--- src/rtl/lvs_pkg.sv ---
package lvs_pkg;

    typedef enum logic {
        GATE_COUNT = 1'b0,
        GATE_HOLD  = 1'b1
    } gate_state_e;

    typedef struct packed {
        logic coarse;
        logic mid;
        logic fine;
    } viol_status_t;

    function automatic int unsigned span_width(input int unsigned limit);
        return (limit < 1) ? 1 : $clog2(limit + 1);
    endfunction

endpackage

--- src/rtl/lvs_tally.sv ---
module lvs_tally #(
    parameter int unsigned TALLY_W = 8
) (
    input  logic       clk,
    input  logic       rst,
    input  logic       viol_i,
    output logic [1:0] flags_o
);
    localparam int unsigned LOW_TAP = TALLY_W - 2;

    logic [TALLY_W-1:0] cnt_q;

    always_ff @(posedge clk) begin
        if (rst) begin
            cnt_q <= '0;
        end else if (viol_i) begin
            cnt_q <= cnt_q + 1'b1;
        end
    end

    for (genvar k = 0; k < 2; k++) begin : g_tap
        localparam int unsigned TAP = LOW_TAP + k;
        logic flag_q;
        logic wrap_w;

        assign wrap_w = viol_i && (&cnt_q[TAP-1:0]);

        always_ff @(posedge clk) begin
            if (rst) begin
                flag_q <= 1'b0;
            end else if (wrap_w) begin
                flag_q <= ~flag_q;
            end
        end

        assign flags_o[k] = flag_q;
    end

endmodule

--- src/rtl/lvs_refresh_timer.sv ---
module lvs_refresh_timer #(
    parameter int unsigned REFRESH_MS = 96
) (
    input  logic clk,
    input  logic rst,
    input  logic tick_i,
    input  logic restart_i,
    output logic done_o
);
    localparam int unsigned TW = lvs_pkg::span_width(REFRESH_MS);
    localparam logic [TW-1:0] LIMIT = TW'(REFRESH_MS);

    logic [TW-1:0] ms_q;

    always_ff @(posedge clk) begin
        if (rst || restart_i) begin
            ms_q <= '0;
        end else if (tick_i && (ms_q != LIMIT)) begin
            ms_q <= ms_q + 1'b1;
        end
    end

    assign done_o = (ms_q == LIMIT);

endmodule

--- src/rtl/lvs_coarse_gate.sv ---
module lvs_coarse_gate
    import lvs_pkg::*;
#(
    parameter int unsigned TALLY_W = 8
) (
    input  logic clk,
    input  logic rst,
    input  logic viol_i,
    input  logic window_open_i,
    output logic fire_o,
    output logic hold_o,
    output logic coarse_o
);
    gate_state_e        state_q;
    logic [TALLY_W-1:0] acc_q;
    logic               coarse_q;
    logic               full_hit;
    logic               fire;

    always_comb begin
        full_hit = (state_q == GATE_COUNT) && viol_i && (&acc_q);
        fire     = (full_hit || (state_q == GATE_HOLD)) && window_open_i;
    end

    always_ff @(posedge clk) begin
        if (rst) begin
            state_q  <= GATE_COUNT;
            acc_q    <= '0;
            coarse_q <= 1'b0;
        end else if (fire) begin
            coarse_q <= ~coarse_q;
            acc_q    <= '0;
            state_q  <= GATE_COUNT;
        end else if (full_hit) begin
            state_q  <= GATE_HOLD;
            acc_q    <= '0;
        end else if ((state_q == GATE_COUNT) && viol_i) begin
            acc_q    <= acc_q + 1'b1;
        end
    end

    assign fire_o   = fire;
    assign hold_o   = (state_q == GATE_HOLD);
    assign coarse_o = coarse_q;

endmodule

--- src/rtl/line_viol_status.sv ---
module line_viol_status
    import lvs_pkg::*;
#(
    parameter int unsigned TALLY_W    = 8,
    parameter int unsigned REFRESH_MS = 96
) (
    input  logic clk,
    input  logic rst,
    input  logic viol_i,
    input  logic tick_i,
    output logic coarse_o,
    output logic mid_o,
    output logic fine_o
);
    logic [1:0]   tally_flags;
    logic         fire_w;
    logic         hold_w;
    logic         win_open_w;
    logic         coarse_w;
    viol_status_t status;

    lvs_tally #(.TALLY_W(TALLY_W)) u_tally (
        .clk     (clk),
        .rst     (rst),
        .viol_i  (viol_i),
        .flags_o (tally_flags)
    );

    lvs_refresh_timer #(.REFRESH_MS(REFRESH_MS)) u_timer (
        .clk       (clk),
        .rst       (rst),
        .tick_i    (tick_i),
        .restart_i (fire_w),
        .done_o    (win_open_w)
    );

    lvs_coarse_gate #(.TALLY_W(TALLY_W)) u_gate (
        .clk           (clk),
        .rst           (rst),
        .viol_i        (viol_i),
        .window_open_i (win_open_w),
        .fire_o        (fire_w),
        .hold_o        (hold_w),
        .coarse_o      (coarse_w)
    );

    always_comb begin
        status.coarse = coarse_w;
        status.mid    = tally_flags[1];
        status.fine   = tally_flags[0];
    end

    assign coarse_o = status.coarse;
    assign mid_o    = status.mid;
    assign fine_o   = status.fine;

endmodule

--- config.mk ---
export PLATFORM = sky130hd
export DESIGN_NAME = line_viol_status
export DESIGN_NICKNAME = d
export VERILOG_FILES = /design/src/rtl/lvs_pkg.sv /design/src/rtl/lvs_tally.sv /design/src/rtl/lvs_refresh_timer.sv /design/src/rtl/lvs_coarse_gate.sv /design/src/rtl/line_viol_status.sv
export SDC_FILE = /design/constraint.sdc
export NUM_CORES = 1
export LEC_CHECK = 0
export BUFFER_PORTS_ARGS = -buffer_cell sky130_fd_sc_hd__buf_2
export CAP_MARGIN = 20
export CORE_ASPECT_RATIO = 0.7
export CORE_UTILIZATION = 43
export DETAILED_ROUTE_END_ITERATION = 10
export GPL_ROUTABILITY_DRIVEN = 0
export PLACE_DENSITY_LB_ADDON = 0.12
export SLEW_MARGIN = 0
export SYNTH_ARGS = -nofsm -noshare
export SYNTH_HDL_FRONTEND = slang
export SYNTH_SLANG_ARGS = --single-unit
--- constraint.sdc ---
create_clock -name clk -period 2.4 [get_ports clk]
set_input_delay 0.24 -clock clk [delete_from_list [all_inputs] [get_ports clk]]
set_output_delay 0.24 -clock clk [all_outputs]
set_load 0.05 [all_outputs]
==> results.py, run 1 <==
metrics = {
    "cells_and_area": {
        "register_area_um2": 520,
        "final_cell_count_no_fill": 169,
        "nFillCells": 249,
        "final_cell_area_um2": 1280,
        "final_layout_size_suffix_gt1_frac": 0.126,
        "multi_input_comb_area_um2": 611,
        "area_delta_synth_final_pct": 10.0,
        "fin_util": 0.508,
        "design.final.nets": 144,
        "antenna-diode-count": 0,
    },
    "run_status": {
        "outcome": "complete, no violations",
    },
    "logic_synthesis": {
        "synth.yosys.seq_area_share": 0.448,
        "post_synth_num_cell_types": 28,
        "syn_inst": 127,
        "synth.cell_area_um2": 1160,
        "synth_area_per_cell_um2": 9.14,
        "synth-warning-count": 0,
        "synth_net_count": 135,
        "yosys_register_bits": 26,
    },
    "die": {
        "die_height_um": 45.5,
        "initial_utilization": 0.462,
        "die_x_um": 64.1,
        "core_area_um2": 2510,
        "io-pin-count": 7,
        "design.die.area_um2": 2920,
        "floorplan.rows": 15,
    },
    "global_route": {
        "grt_usage": 0.147,
        "globalRouteOverflowTotal": 0,
        "grt_pass1_vias": 731,
        "grt_max_degree": 15,
        "grt_pass1_wl_mm": 3.16,
        "antenna_violations_before_repair": 0,
    },
    "critical_path": {
        "cp.depth": 6,
        "required_ps": 2550,
        "critPathTopFamily": "simple AND/OR/NAND/NOR gates",
        "critical_path_peak_fanout": 8,
        "critical_path.cell_chain": "inv_1, ha_1, nand4b_4, or3_4, o21bai_2, nor2_1",
        "criticalPathCategory": "flop to flop",
        "arrival_ps": 1850,
        "kind_of_end_point_of_the_critical_path": "flop",
        "worst-path-buf-inv": 1,
        "crit_slowest_cell": "or3_4",
        "timing.critical_path.from_type": "flop",
        "rr_worst_depth": 6,
        "worst_path_largest_cell_delay_ps": 370,
    },
    "timing": {
        "finalClockSkew_ps": 6.23,
        "final_period_minus_worst_setup_slack_ps": 1700,
        "final_critical_path_setup_slack_ps": 697,
        "totalNegativeSetupSlack_ps": 0,
        "max_transition_margin": 0.728,
        "setup_violations": 0,
        "timing.final.crit_share": 0.710,
        "final_hold_viol_count": 0,
        "report.final.slew_viol_count": 0,
        "fmax_mhz": 587,
        "hold_ws_ps": 273,
        "tightest_slew_ps": 402,
        "grt_setup_unrepaired": "false",
    },
    "clocking": {
        "cts-buffers-inserted": 3,
        "clock_latency_ps": 270,
        "tritoncts": "done",
        "cts_setup_buffers": 0,
        "hold_buffer_count_at_cts": 0,
        "path_clk_slew_ps": 90,
        "cts_root_buffer": "clkbuf_8",
        "cts-resized-gates": 0,
        "cts_max_level": 1,
        "ctsLongestPathBuffers": 2,
        "cts.sink_count": 26,
    },
    "detailed_routing": {
        "routed_wirelength_mm": 1.84,
        "avgRoutedWirePerCell_um": 10.9,
        "vias": 823,
        "drt.antenna.violating_nets": 0,
        "drt-vias-per-instance": 4.87,
        "detail_route.iter0.violations": 43,
        "post-route-drc-count": 0,
        "drtPass1Iterations": 3,
    },
    "job": {
        "number_of_maximum_capacitance_violations": 0,
    },
    "place": {
        "detailedPlacementHpwl_mm": 1.33,
        "post-place-cells": 165,
        "place_ws_ps": 698,
        "dpl_cell_area_um2": 1220,
        "port_buffers": 6,
    },
    "power": {
        "p_per_area_nw_per_um2": 605,
        "total_power_uw": 773,
        "ir_drop_mv": 0.351,
        "power.static_leakage_nw": 0.474,
    },
    "hold_path": {
        "timing.hold.worst_path_depth": 3,
        "worstHoldPathType": "input pin to flop",
    },
}
## synth_stat cells
cell | number | area share
nand3_1 | 3 | 0.013
nand3b_1 | 1 | 0.0065
dfxtp_1 | 26 | 0.45
inv_1 | 5 | 0.016
nor4_1 | 1 | 0.0054
or3_1 | 3 | 0.016
mux2i_1 | 2 | 0.017
o21bai_2 | 2 | 0.019
o31a_2 | 1 | 0.0086
o21ai_0 | 2 | 0.0086
or2_2 | 1 | 0.0054
buf_4 | 1 | 0.0065
xnor2_1 | 12 | 0.091
nand4_2 | 1 | 0.011
xor2_1 | 8 | 0.060
o31a_1 | 1 | 0.0075
nand4_1 | 3 | 0.016
o311ai_0 | 1 | 0.0075
nand4b_4 | 1 | 0.020
nor2_1 | 28 | 0.091
o31ai_1 | 1 | 0.0065
nand2_1 | 11 | 0.036
clkbuf_1 | 1 | 0.0032
ha_1 | 4 | 0.043
nor2b_1 | 1 | 0.0054
a21oi_1 | 3 | 0.013
or3_4 | 1 | 0.0097
nor3_1 | 2 | 0.0086
## area by class of cell
cell class                      count  area share
Tap cell                           34      0.0333
Clock buffer                        4      0.0431
Timing Repair Buffer                6      0.0235
Multi-Input combinational cell     94       0.478
Sequential cell                    26       0.407
Inverter                            5      0.0147
## metal layers
metal	vias up	global-route usage	wire length (um)
li1	435	-	-
met1	377	0.185	943
met2	6	0.228	800
met3	5	0.0550	64
met4	0	0.0667	31
met5	-	0	0
## cell families (layout without fill, tap and decap cells)
kind of cell,after synthesis,count (layout),share of synthesized area
DFF,26,26,0.448
adders and majority gates,4,4,0.0431
muxes,2,2,0.0172
xor gates and xnor gates,20,20,0.151
and+or+nand+nor,57,57,0.244
AOI/OAI and AO/OA,11,11,0.0711
buffers and inverters,7,15,0.0259
## layout by cell type (no fill, tap or decap), drive strengths merged, types with 5 or more instances in the layout
master / synthesis / layout
xor2: 8 / 8
nand2: 11 / 11
buf: 1 / 6
xnor2: 12 / 12
inv: 5 / 5
nor2: 28 / 28
dfxtp: 26 / 26
## power breakdown
| group | total (mW) | internal [mW] | switching (mW) |
|---|---|---|---|
| logic | 0.0459 | 0.0202 | 0.0257 |
| clock network | 0.276 | 0.146 | 0.130 |
| registers | 0.451 | 0.442 | 0.00953 |
| total | 0.773 | 0.609 | 0.165 |
## worst register-to-register path, cell delays in order, from the launching register on
cell and delay (ps):
dfxtp_1 340, inv_1 90, ha_1 190, nand4b_4 130, or3_4 370, o21bai_2 360, nor2_1 100
## sequential cells by signal, summed over array words and instances (netlist names)
register / cells
u_gate.hold_o: 1
u_gate.coarse_o: 1
u_tally.g_tap.flag_q: 2
u_gate.acc_q: 8
u_timer.ms_q: 7
u_tally.cnt_q: 7
## path summary, 6_finish.rpt
kind | start | endpoint | slack, ps
setup reg to reg | u_timer.ms_q[0] | u_timer.ms_q[6] | 700
setup / recovery | u_timer.ms_q[0] | u_timer.ms_q[6] | 700
hold / removal | tick_i | u_timer.ms_q[1] | 270
hold reg to reg | u_tally.cnt_q[5] | u_tally.cnt_q[5] | 500
(Power assumes the default switching activity.)
==> run 2, diff against run 1 <==
Clock period 2.4 ns to 1.69 ns, I/O delays scaled along.
==> results.py, run 2 (synthesis gave the netlist of run 1 again) <==
metrics = {
    "critical_path": {
        "criticalPathCategory": "flop to flop",
        "critical_path_peak_fanout": 4,
        "critPathTopFamily": "simple AND/OR/NAND/NOR gates",
        "worst-path-buf-inv": 1,
        "timing.critical_path.from_type": "flop",
        "worst_path_largest_cell_delay_ps": 420,
        "critical_path.cell_chain": "inv_2, ha_4, nand4b_4, or3_4, or3_1, a21oi_1",
        "kind_of_end_point_of_the_critical_path": "flop",
        "cp.depth": 6,
        "required_ps": 1900,
        "crit_slowest_cell": "or3_4",
        "arrival_ps": 1850,
        "rr_worst_depth": 6,
    },
    "die": {
        "core_area_um2": 2510,
        "die_height_um": 45.5,
        "io-pin-count": 7,
        "design.die.area_um2": 2920,
        "floorplan.rows": 15,
        "die_x_um": 64.1,
        "initial_utilization": 0.462,
    },
    "timing": {
        "grt_setup_unrepaired": "true",
        "setup_violations": 0,
        "final_period_minus_worst_setup_slack_ps": 1640,
        "final_hold_viol_count": 0,
        "hold_ws_ps": 199,
        "report.final.slew_viol_count": 0,
        "timing.final.crit_share": 0.970,
        "totalNegativeSetupSlack_ps": 0,
        "finalClockSkew_ps": 5.15,
        "tightest_slew_ps": 433,
        "max_transition_margin": 0.709,
        "fmax_mhz": 610,
    },
    "global_route": {
        "grt_pass1_vias": 727,
        "grt_max_degree": 16,
        "grt_usage": 0.150,
        "globalRouteOverflowTotal": 0,
        "antenna_violations_before_repair": 0,
        "grt_pass1_wl_mm": 3.15,
    },
    "power": {
        "power.share.clock": 0.415,
        "ir_drop_mv": 0.503,
        "sequentialPowerShare": 0.524,
        "power_switching_uw": 245,
        "netSwitchingFraction": 0.200,
        "p_per_area_nw_per_um2": 926,
        "power.combinational.fraction": 0.061,
        "p_int_uw": 981,
        "power.static_leakage_nw": 0.487,
        "total_power_mw": 1.23,
    },
    "cells_and_area": {
        "area_delta_synth_final_pct": 14.0,
        "commonest_cells_after_routing_fill_and_taps_aside": "28 x nor2_1, 24 x dfxtp_1, 12 x xnor2_1",
        "final_cell_count_no_fill": 170,
        "design.final.nets": 145,
        "final_common_cell": "nor2_1",
        "final_layout_size_suffix_gt1_frac": 0.169,
        "largest_register_ff_count": 8,
        "layout_top_registers": "u_gate.acc_q (8), u_tally.cnt_q (7), u_timer.ms_q (7)",
        "antenna-diode-count": 0,
        "regMostFlops": "u_gate.acc_q",
    },
    "detailed_routing": {
        "drtPass1Iterations": 4,
        "vias": 832,
        "detail_route.iter0.violations": 29,
        "drt-vias-per-instance": 4.89,
        "drt.antenna.violating_nets": 0,
        "routed_wirelength_mm": 1.88,
        "post-route-drc-count": 0,
        "avgRoutedWirePerCell_um": 11.0,
    },
    "clocking": {
        "hold_buffer_count_at_cts": 0,
        "ctsLongestPathBuffers": 2,
        "clock_latency_ps": 270,
        "tritoncts": "done",
        "cts-buffers-inserted": 3,
        "path_clk_slew_ps": 90,
        "cts.sink_count": 26,
        "cts_max_level": 1,
        "cts_root_buffer": "clkbuf_8",
    },
    "place": {
        "detailedPlacementHpwl_mm": 1.36,
        "port_buffers": 6,
        "post-place-cells": 166,
    },
    "job": {
        "number_of_maximum_capacitance_violations": 0,
    },
    "hold_path": {
        "timing.hold.worst_path_depth": 2,
        "worstHoldPathType": "input pin to flop",
    },
    "run_status": {
        "outcome": "complete, no violations",
    },
}
run 2: cell count changes in the layout (fill, tap and decap cells not counted):
cell and change:
dfxtp_1 -2, bufinv_16 +1, ha_4 +1, o21bai_2 -1, o21bai_4 +1, buf_4 +1
inv_1 -2, ha_1 -1, dfxtp_2 +2, inv_2 +2, clkbuf_8 -1
run 2: repair_timing:
action,CTS,global route
gates resized for setup,0,7
endpoints found under the setup margin,0,9
buffers inserted,0,0
run 2: power by group through the flow:
stage,Clock (mW),Combinational [mW],Sequential (mW)
finish,0.509,0.0745,0.642
global route,0.552,0.0851,0.645
CTS,0.528,0.0680,0.641
detailed placement,0,0.0673,0.655
global placement,0,0.0661,0.654
floorplan,0,0.0533,0.653
run 2: worst paths after layout:
check	start	to	slack, ps
setup / recovery	u_timer.ms_q[0]	u_gate.coarse_o	50
hold reg to reg	u_timer.ms_q[1]	u_timer.ms_q[1]	490
setup reg to reg	u_timer.ms_q[0]	u_gate.coarse_o	50
hold / removal	rst	u_gate.coarse_o	200
run 2: through the flow:
stage,util,setup WS (ps),area (um^2)
after floorplan,-,122,1160
after global placement,0.489,76.3,1230
after detailed placement,0.489,30.1,1230
after CTS,0.517,10.7,1300
after global routing,0.526,-16.4,1320
final,0.526,51.1,1320
run 2: cell type report:
class	count	area, um^2
Fill cell	247	1190
Multi-Input combinational cell	94	631
Sequential cell	26	523
Tap cell	34	42.5
Clock buffer	3	41.3
Timing Repair Buffer	7	37.5
Clock inverter	1	30.0
Inverter	5	18.8
run 2: worst register-to-register path, delay by kind of cell (launching register included):
kind | cells | cell delay (ps)
compound gates | 1 | 140
flops | 1 | 340
simple gates | 3 | 900
fa+ha+maj | 1 | 140
buf+inv | 1 | 80
run 2: metal layers:
layer | share of wire | GRT usage
met5 | 0 | 0
met4 | 0.019 | 0.0667
met3 | 0.034 | 0.0600
met2 | 0.43 | 0.232
met1 | 0.51 | 0.187
==> run 3, diff against run 2 <==
Settings changed: CORE_MARGIN set to 2.
==> results.py, run 3 (synthesis gave the netlist of run 1 again) <==
metrics = {
    "global_route": {
        "globalRouteOverflowTotal": 0,
        "grt_max_degree": 14,
        "grt_pass1_wl_mm": 2.84,
        "grt_pass1_vias": 667,
        "antenna_violations_before_repair": 0,
        "grt_usage": 0.124,
    },
    "cells_and_area": {
        "design.final.nets": 148,
        "largest_register_ff_count": 8,
        "nFillCells": 247,
        "regMostFlops": "u_gate.acc_q",
        "area_delta_synth_final_pct": 13.7,
        "final_cell_area_um2": 1320,
        "final_common_cell": "nor2_1",
        "antenna-diode-count": 0,
        "commonest_cells_after_routing_fill_and_taps_aside": "28 x nor2_1, 24 x dfxtp_1, 12 x xnor2_1",
        "final_layout_size_suffix_gt1_frac": 0.188,
        "layout_top_registers": "u_gate.acc_q (8), u_tally.cnt_q (7), u_timer.ms_q (7)",
        "final_cell_count_no_fill": 172,
    },
    "timing": {
        "report.final.slew_viol_count": 0,
        "setup_violations": 0,
        "timing.final.crit_share": 0.984,
        "final_hold_viol_count": 0,
        "finalClockSkew_ps": 3.55,
        "max_transition_margin": 0.742,
        "fmax_mhz": 602,
        "final_period_minus_worst_setup_slack_ps": 1660,
        "totalNegativeSetupSlack_ps": 0,
        "tightest_slew_ps": 383,
    },
    "detailed_routing": {
        "drt-vias-per-instance": 4.84,
        "avgRoutedWirePerCell_um": 10.4,
        "post-route-drc-count": 0,
        "drt.antenna.violating_nets": 0,
        "routed_wirelength_mm": 1.79,
        "drtPass1Iterations": 4,
        "detail_route.iter0.violations": 31,
        "vias": 833,
    },
    "clocking": {
        "cts.sink_count": 26,
        "hold_buffer_count_at_cts": 0,
        "ctsLongestPathBuffers": 2,
        "cts_root_buffer": "clkbuf_8",
        "cts-buffers-inserted": 3,
        "path_clk_slew_ps": 80,
        "cts_max_level": 1,
        "clock_latency_ps": 260,
        "tritoncts": "done",
    },
    "critical_path": {
        "crit_slowest_cell": "or3_4",
        "critical_path_peak_fanout": 4,
        "rr_worst_depth": 6,
        "worst_path_largest_cell_delay_ps": 430,
        "criticalPathCategory": "flop to flop",
        "arrival_ps": 1860,
        "critical_path.cell_chain": "inv_2, ha_4, nand4b_4, or3_4, or3_1, a21oi_2",
        "required_ps": 1890,
        "timing.critical_path.from_type": "flop",
        "kind_of_end_point_of_the_critical_path": "flop",
    },
    "power": {
        "power.static_leakage_nw": 0.486,
        "p_per_area_nw_per_um2": 799,
        "ir_drop_mv": 0.571,
    },
    "die": {
        "io-pin-count": 7,
        "floorplan.rows": 15,
        "core_area_um2": 2510,
        "die_x_um": 66.1,
        "die_height_um": 47.5,
        "design.die.area_um2": 3140,
        "initial_utilization": 0.462,
    },
    "hold_path": {
        "timing.hold.worst_path_depth": 3,
        "worstHoldPathType": "input pin to flop",
    },
    "place": {
        "dpl_cell_area_um2": 1230,
        "detailedPlacementHpwl_mm": 1.29,
        "post-place-cells": 166,
        "port_buffers": 6,
    },
    "job": {
        "number_of_maximum_capacitance_violations": 0,
    },
    "run_status": {
        "outcome": "complete, no violations",
    },
}
-- run 3: power by group --
part,internal (mW),switching [mW],leakage (nW)
logic,0.0383,0.0409,0.253
clock network,0.159,0.174,0.0216
registers,0.628,0.0133,0.211
-- run 3: final timing paths --
path                         start               end  slack, ps
setup / recovery   u_timer.ms_q[1]   u_gate.coarse_o         30
hold / removal              tick_i   u_timer.ms_q[1]        220
setup reg to reg   u_timer.ms_q[1]   u_gate.coarse_o         30
hold reg to reg   u_tally.cnt_q[5]  u_tally.cnt_q[5]        490
-- run 3: critical path, delay by kind of cell, from the launching register on --
kind | cells | cell delay [ps]
compound gates | 1 | 120
fa+ha+maj | 1 | 140
buf+inv | 1 | 70
flops | 1 | 350
simple gates | 3 | 930
-- run 3: area by class of cell --
cell class,instances,area (um^2),area share
multi-input cells,94,634,0.481
repair buffers,10,60.1,0.0455
inverters,5,18.8,0.0142
flip-flops and latches,26,523,0.396
well taps,34,42.5,0.0322
clock buffers,3,41.3,0.0313
-- run 3: routing by layer --
metal	part of all wire	GRT usage
met1	0.49	0.168
met2	0.46	0.186
met3	0.040	0.0494
met4	0.0061	0.0367
met5	0	0
-- run 3: what timing repair did --
item,in CTS,in global routing
gates resized for setup,1,7
pin swaps,0,5
setup buffers,0,3
endpoints found under the hold margin,0,0
endpoints found under the setup margin,1,9
cloned,0,0
-- run 3: per-stage QoR --
step	worst slack [ps]	power [mW]	utilization	hold slack, ps
2_1_floorplan	122	0.706	-	329
3_3_place_gp	75.2	0.720	0.489	470
3_5_place_dp	33.0	0.723	0.489	480
4_1_cts	2.50	1.07	0.506	205
5_1_grt	-8.39	1.11	0.525	210
6_report	27.9	1.05	0.525	217
